$ cat src/rtl/fyc_pkg.sv
package fyc_pkg;

  // Seven linguistic sets, index 0 = most negative, 6 = most positive
  localparam int NSET = 7;
  localparam int NSEG = NSET - 1;
  localparam int MID  = NSET / 2;

  typedef enum logic [1:0] {
    ST_IDLE,
    ST_RULES,
    ST_DIV,
    ST_HOLD
  } fyc_state_e;

  // Peak position of set k on an input scale running 0..in_max
  function automatic int set_center(input int k, input int in_max);
    return (k * in_max + NSEG / 2) / NSEG;
  endfunction

  // Output set picked by the rule for error set ie and change set id
  function automatic int rule_out(input int ie, input int id);
    int s;
    s = ie + id - MID;
    if (s < 0)    s = 0;
    if (s > NSEG) s = NSEG;
    return s;
  endfunction

endpackage

$ cat src/rtl/fyc_fuzzifier.sv
module fyc_fuzzifier
  import fyc_pkg::*;
#(
  parameter int IN_W = 8,
  parameter int MU_W = 8
) (
  input  logic [IN_W-1:0]           x,
  output logic [NSET-1:0][MU_W-1:0] mu
);

  localparam int IN_MAX = (1 << IN_W) - 1;
  localparam int MU_MAX = (1 << MU_W) - 1;
  localparam int SLOPE  = (MU_MAX * NSEG + IN_MAX - 1) / IN_MAX;
  localparam int PW     = IN_W + $clog2(SLOPE + 1);

  function automatic logic [MU_W-1:0] sat(input logic [PW-1:0] v);
    return (v > PW'(MU_MAX)) ? MU_W'(MU_MAX) : v[MU_W-1:0];
  endfunction

  for (genvar k = 0; k < NSET; k++) begin : g_set
    localparam int C_K = set_center(k, IN_MAX);

    if (k == 0) begin : g_first
      localparam int C_HI = set_center(k + 1, IN_MAX);
      logic [PW-1:0] dn;
      always_comb begin
        dn = PW'(x) * PW'(SLOPE);
        mu[k] = (x < IN_W'(C_HI)) ? MU_W'(MU_MAX) - sat(dn) : '0;
      end
    end else if (k == NSEG) begin : g_last
      localparam int C_LO = set_center(k - 1, IN_MAX);
      logic [PW-1:0] up;
      always_comb begin
        up = PW'(x - IN_W'(C_LO)) * PW'(SLOPE);
        if (x == IN_W'(IN_MAX))
          mu[k] = MU_W'(MU_MAX);
        else if (x >= IN_W'(C_LO))
          mu[k] = sat(up);
        else
          mu[k] = '0;
      end
    end else begin : g_mid
      localparam int C_LO = set_center(k - 1, IN_MAX);
      localparam int C_HI = set_center(k + 1, IN_MAX);
      logic [PW-1:0] up, dn;
      always_comb begin
        up = PW'(x - IN_W'(C_LO)) * PW'(SLOPE);
        dn = PW'(x - IN_W'(C_K)) * PW'(SLOPE);
        if (x >= IN_W'(C_K) && x < IN_W'(C_HI))
          mu[k] = MU_W'(MU_MAX) - sat(dn);
        else if (x >= IN_W'(C_LO) && x < IN_W'(C_K))
          mu[k] = sat(up);
        else
          mu[k] = '0;
      end
    end
  end

endmodule

$ cat src/rtl/fyc_rule_engine.sv
module fyc_rule_engine
  import fyc_pkg::*;
#(
  parameter int MU_W  = 8,
  parameter int STEP  = 2600,
  parameter int DEN_W = 14,
  parameter int NUM_W = 30
) (
  input  logic                      clk,
  input  logic                      rst_n,
  input  logic                      start,
  input  logic [NSET-1:0][MU_W-1:0] mu_e,
  input  logic [NSET-1:0][MU_W-1:0] mu_d,
  output logic                      done,
  output logic [NUM_W-1:0]          num,
  output logic [DEN_W-1:0]          den
);

  localparam int IDX_W = $clog2(NSET);

  logic [IDX_W-1:0] ie, id;
  logic             active;
  logic [MU_W-1:0]  ge, gd, w;
  logic [NUM_W-1:0] center, prod;
  logic             last;
  int               m;

  always_comb begin
    ge     = mu_e[ie];
    gd     = mu_d[id];
    w      = (ge < gd) ? ge : gd;
    m      = rule_out(int'(ie), int'(id));
    center = NUM_W'(m) * NUM_W'(STEP);
    prod   = NUM_W'(w) * center;
    last   = (ie == IDX_W'(NSEG)) && (id == IDX_W'(NSEG));
  end

  always_ff @(posedge clk or negedge rst_n) begin
    if (!rst_n) begin
      ie     <= '0;
      id     <= '0;
      active <= 1'b0;
      done   <= 1'b0;
      num    <= '0;
      den    <= '0;
    end else begin
      done <= 1'b0;
      if (start) begin
        ie     <= '0;
        id     <= '0;
        active <= 1'b1;
        num    <= '0;
        den    <= '0;
      end else if (active) begin
        if (w != '0) begin
          num <= num + prod;
          den <= den + DEN_W'(w);
        end
        if (last) begin
          active <= 1'b0;
          done   <= 1'b1;
        end else if (id == IDX_W'(NSEG)) begin
          id <= '0;
          ie <= ie + 1'b1;
        end else begin
          id <= id + 1'b1;
        end
      end
    end
  end

endmodule

$ cat src/rtl/fyc_divider.sv
module fyc_divider #(
  parameter int NUM_W = 30,
  parameter int DEN_W = 14,
  parameter int QW    = 16
) (
  input  logic             clk,
  input  logic             rst_n,
  input  logic             start,
  input  logic [NUM_W-1:0] num,
  input  logic [DEN_W-1:0] den,
  output logic             done,
  output logic [QW-1:0]    quot
);

  localparam int CNT_W = $clog2(NUM_W + 1);

  logic [NUM_W-1:0] q;
  logic [DEN_W-1:0] rem, dv;
  logic [DEN_W:0]   trial, diff;
  logic [CNT_W-1:0] cnt;
  logic             busy, fits;

  always_comb begin
    trial = {rem, q[NUM_W-1]};
    diff  = trial - {1'b0, dv};
    fits  = trial >= {1'b0, dv};
  end

  assign quot = q[QW-1:0];

  always_ff @(posedge clk or negedge rst_n) begin
    if (!rst_n) begin
      q    <= '0;
      rem  <= '0;
      dv   <= '0;
      cnt  <= '0;
      busy <= 1'b0;
      done <= 1'b0;
    end else begin
      done <= 1'b0;
      if (start) begin
        q    <= num;
        dv   <= den;
        rem  <= '0;
        cnt  <= CNT_W'(NUM_W);
        busy <= 1'b1;
      end else if (busy) begin
        q   <= {q[NUM_W-2:0], fits};
        rem <= fits ? diff[DEN_W-1:0] : trial[DEN_W-1:0];
        cnt <= cnt - 1'b1;
        if (cnt == CNT_W'(1)) begin
          busy <= 1'b0;
          done <= 1'b1;
        end
      end
    end
  end

endmodule

$ cat src/rtl/fyc_core.sv
module fyc_core
  import fyc_pkg::*;
#(
  parameter int IN_W    = 8,
  parameter int MU_W    = 8,
  parameter int ANGLE_W = 16,
  parameter int STEP    = 2600
) (
  input  logic               clk,
  input  logic               rst_n,
  input  logic               in_valid,
  output logic               in_ready,
  input  logic [IN_W-1:0]    in_err,
  input  logic [IN_W-1:0]    in_derr,
  output logic               out_valid,
  input  logic               out_ready,
  output logic [ANGLE_W-1:0] out_angle,
  output logic               done
);

  localparam int DEN_W  = MU_W + $clog2(NSET * NSET);
  localparam int NUM_W  = DEN_W + ANGLE_W;
  localparam int OFFSET = MID * STEP;

  fyc_state_e               state;
  logic [IN_W-1:0]          err_q, derr_q;
  logic [ANGLE_W-1:0]       angle_q;
  logic                     done_q;
  logic                     accept;
  logic [NSET-1:0][MU_W-1:0] mu_e, mu_d;
  logic                     rule_done, div_done;
  logic [NUM_W-1:0]         num;
  logic [DEN_W-1:0]         den;
  logic [ANGLE_W-1:0]       quot;

  assign in_ready  = (state == ST_IDLE);
  assign out_valid = (state == ST_HOLD);
  assign out_angle = angle_q;
  assign done      = done_q;
  assign accept    = in_valid && in_ready;

  fyc_fuzzifier #(.IN_W(IN_W), .MU_W(MU_W)) fuzz_e_i (
    .x  (err_q),
    .mu (mu_e)
  );

  fyc_fuzzifier #(.IN_W(IN_W), .MU_W(MU_W)) fuzz_d_i (
    .x  (derr_q),
    .mu (mu_d)
  );

  fyc_rule_engine #(
    .MU_W(MU_W), .STEP(STEP), .DEN_W(DEN_W), .NUM_W(NUM_W)
  ) rules_i (
    .clk   (clk),
    .rst_n (rst_n),
    .start (accept),
    .mu_e  (mu_e),
    .mu_d  (mu_d),
    .done  (rule_done),
    .num   (num),
    .den   (den)
  );

  fyc_divider #(.NUM_W(NUM_W), .DEN_W(DEN_W), .QW(ANGLE_W)) div_i (
    .clk   (clk),
    .rst_n (rst_n),
    .start (rule_done),
    .num   (num),
    .den   (den),
    .done  (div_done),
    .quot  (quot)
  );

  always_ff @(posedge clk or negedge rst_n) begin
    if (!rst_n) begin
      state   <= ST_IDLE;
      err_q   <= '0;
      derr_q  <= '0;
      angle_q <= '0;
      done_q  <= 1'b0;
    end else begin
      done_q <= 1'b0;
      unique case (state)
        ST_IDLE: if (accept) begin
          err_q  <= in_err;
          derr_q <= in_derr;
          state  <= ST_RULES;
        end
        ST_RULES: if (rule_done) state <= ST_DIV;
        ST_DIV: if (div_done) begin
          angle_q <= (den == '0) ? '0 : quot - ANGLE_W'(OFFSET);
          done_q  <= 1'b1;
          state   <= ST_HOLD;
        end
        ST_HOLD: if (out_ready) state <= ST_IDLE;
        default: state <= ST_IDLE;
      endcase
    end
  end

endmodule

$ cat config.mk
export PLATFORM = sky130hd
export DESIGN_NAME = fyc_core
export DESIGN_NICKNAME = d
export VERILOG_FILES = /design/src/rtl/fyc_pkg.sv /design/src/rtl/fyc_fuzzifier.sv /design/src/rtl/fyc_rule_engine.sv /design/src/rtl/fyc_divider.sv /design/src/rtl/fyc_core.sv
export SDC_FILE = /design/constraint.sdc
export NUM_CORES = 1
export LEC_CHECK = 0
export BUFFER_PORTS_ARGS = -buffer_cell sky130_fd_sc_hd__buf_4
export CAP_MARGIN = 20
export CELL_PAD_IN_SITES_DETAIL_PLACEMENT = 0
export CELL_PAD_IN_SITES_GLOBAL_PLACEMENT = 1
export CORE_MARGIN = 3
export CORE_UTILIZATION = 54
export DETAILED_ROUTE_END_ITERATION = 12
export PLACE_DENSITY = 0.93
export RECOVER_POWER = 25
export SYNTH_ARGS = -nofsm -noshare
export SYNTH_HDL_FRONTEND = slang
export SYNTH_SLANG_ARGS = --single-unit
$ cat constraint.sdc
create_clock -name clk -period 26.1 [get_ports clk]
set_clock_uncertainty 0.2 [all_clocks]
set_input_delay 3.915 -clock clk [delete_from_list [all_inputs] [get_ports clk]]
set_output_delay 3.915 -clock clk [all_outputs]
set_load 0.01 [all_outputs]
==> qor.txt <==
status: finished with violations
CP max FO: 22
vias in the first global route: 19204
detailed-route vias per instance: 6.12
total vias in the final route: 19281
max-slew violation count: 156
First-pass DRT Iterations: 7
WHS Path Cells: 2
# fillers: 3552
mapped cell area: 21400 um^2
setup total negative slack: 0 ns
Top FF cell, synth: dfrtp_1
failing checks: capacitance limit, slew limit
Slew @ Worst Pin: 4.73 ns
floorplan row count: 72
CP Data Required Time: 26.26 ns
# diodes: 0
Cell Int Power: 0.000390 W
class of the worst hold path: reg -> reg
fin crit period: 14.53 ns
Root Driver: clkbuf_16
Sink Count: 149
Antenna Nets Post-Route: 0
Yosys cell types: 101
final setup vio count: 0
nets: 3010
initial antenna violation count: 0
top-area cell type share of the netlist area: 17.4%
Clk network pwr share: 49.3%
DP HPWL: 47100 um
gr usage total: 29.5%
clk buf depth: 2
Arrival @ worst endpoint: 14.69 ns
full die area: 42100 um^2
Startpoint Class: flip-flop
Die X: 205 um
Ports: 39
grt total ovfl: 0
clock-pin slew on the worst setup and hold paths: 0.08 ns
pin count of the biggest net entering global routing: 82
CTS tree: yes
Sw Pwr: 0.000154 W
Setup Crit Path Kind: reg -> reg
post-CTS sizing: 0
Setup WS pre-CTS: 11.95 ns
Syn. warnings: 0
first-pass GRT wire length: 100000 um
core area: 38900 um^2
switching part of the total: 28.3%
Slowest Stage Delay on Critical Path: 0.88 ns
Num CTS Buffers: 17
max cap viols: 2
syn avg cell area: 8.16 um^2
Power Dens Cells: 23.9 nW/um^2
Synth area leaders: dfrtp_1, ha_1, fa_1, xnor2_1, nand2_1
Area Overhead vs Synth: 6.29%
DR iter-0 viols: 1557
Routed Wire Length: 60500 um
most frequent cells in the layout: nand2_1, inv_1, nor2_1, ha_1, o21ai_0
hold-fix buffers at CTS: 0
synthesized instance count: 2625
Multi-input gate area: 16400 um^2
async set-reset flop share out of synthesis: 100%
Seq/Total Area, Yosys: 17.4%
CP endpoint kind: flip-flop
final period utilization: 55.7%
drt wl/cell: 19.2 um
worst r2r path cells: 47
Flop pwr share: 42.4%
layout cells sized above 1: 5.21%
Post-route DRC: 0
VDD IR max: 0.0372 mV
combinational power share: 8.3%
Max-slew headroom: -215%
Worst path slowest cell: dfrtp_1
chip height: 205 um
leakage: 10.7 nW
Final Hold Fails: 0
H-tree depth: 4
fin worst setup slack: 11.57 ns
largest area contributor in the netlist: dfrtp_1
flip-flop and latch count after synthesis: 149
RSZ-0062 raised after global routing: false
EDFF count, synth: 0
port bufs: 38
Final GP Congestion: 1.00
worst skew pair latency: 0.47 ns
FF/Latch Area: 3730 um^2
initial core utilization: 55.1%
commonest non-fill, non-tap cell in the layout: nand2_1
f_max: 68.8 MHz
post-CTS setup buffer count: 0
==> path summary, 6_finish.rpt <==
path                       slack, ns              end         start
max                            11.57  rules_i.num[25]     derr_q[0]
min                             0.29     out_angle[9]  out_angle[9]
max reg2reg                    11.57  rules_i.num[25]     derr_q[0]
min reg2reg                     0.29     out_angle[9]  out_angle[9]
max in group asynchronous      17.75       div_i.busy         rst_n
min in group asynchronous       4.93         err_q[5]         rst_n
==> area by class of cell <==
type | count | area share [%]
Clock buffer | 17 | 1.87
Clock inverter | 15 | 0.901
Inverter | 278 | 4.58
Multi-Input combinational cell | 2123 | 71.8
Sequential cell | 149 | 16.4
Tap cell | 518 | 2.85
Timing Repair Buffer | 50 | 1.62
==> per-stage QoR <==
stage / cell area [um^2] / hold WS, ns / std cells / util, % / total power [W]
finish: 22800 / 0.287 / 3150 / 58.5 / 0.000545
floorplan: 21500 / 0.272 / 2645 / - / 0.000262
detailed placement: 22200 / 0.272 / 3118 / 56.9 / 0.000274
global route: 22800 / 0.317 / 3150 / 58.5 / 0.000564
CTS: 22800 / 0.288 / 3150 / 58.6 / 0.000545
global placement: 22200 / 0.265 / 3118 / 56.9 / 0.000273
==> critical path: cells and delay by family, from the launching register on <==
family	cells	cell delay (ns)
buffers and inverters	5	1.05
DFF	1	0.88
AOI/OAI and AO/OA	24	6.95
adders and majority gates	9	4.09
xor gates and xnor gates	2	0.24
and+or+nand+nor	7	0.98
==> state kept, by name (all words and copies together) (netlist names), 5 cells and up <==
register / count
rules_i.num: 27
div_i.cnt: 5
rules_i.den: 14
err_q: 8
div_i.rem: 14
out_angle: 16
div_i.dv: 14
derr_q: 8
div_i.q: 30
==> metal layers <==
layer / GRT usage [%] / routed length (um) / up-vias
met3: 5.66 / 4370 / 128
met5: 0 / 0 / -
li1: - / - / 9116
met4: 9.45 / 1700 / 0
met2: 47.0 / 27400 / 718
met1: 40.6 / 27000 / 9319
==> power groups by stage <==
stage | logic, W | registers (W) | clock network (W)
final | 0.0000450 | 0.000231 | 0.000269
after global routing | 0.0000489 | 0.000231 | 0.000285
after CTS | 0.0000388 | 0.000231 | 0.000275
after detailed placement | 0.0000386 | 0.000235 | 0
after global placement | 0.0000383 | 0.000235 | 0
after floorplan | 0.0000270 | 0.000235 | 0
==> Yosys cell counts (10+ instances only) <==
library cell  number
o21ai_0          185
inv_1            271
nor4_1            16
nor2_1           236
nand4b_1          10
a21oi_1          144
a21o_1            52
clkbuf_1          74
o211ai_1          21
nor2b_1           28
mux2i_1           47
o31ai_1           27
and3_1            14
fa_1             141
nand2b_1          36
nand4_1           21
xor2_1            41
a221oi_1          10
a31oi_1           25
nor3_1            35
a211oi_1          51
and2_1            20
or2_2             17
o21a_1            21
nand3_1           36
xnor2_1          126
nand2_1          272
a22o_1            13
or3_1             13
o21bai_1          18
dfrtp_1          149
buf_1             11
a211o_1           14
ha_1             230
a21boi_0          13
==> kinds of logic after synthesis <==
kind of cell             Yosys count  synth area share [%]
buffers and inverters            373                  6.73
adder cells (fa/ha/maj)          371                  26.6
XOR/XNOR                         170                  7.14
AND/OR/NAND/NOR                  791                  17.2
other                              2                0.0350
AO/OA/AOI/OAI                    715                  22.3
flip-flops                       149                  17.4
multiplexers                      54                  2.56
No activity file was read; power rests on OpenSTA's default activity.
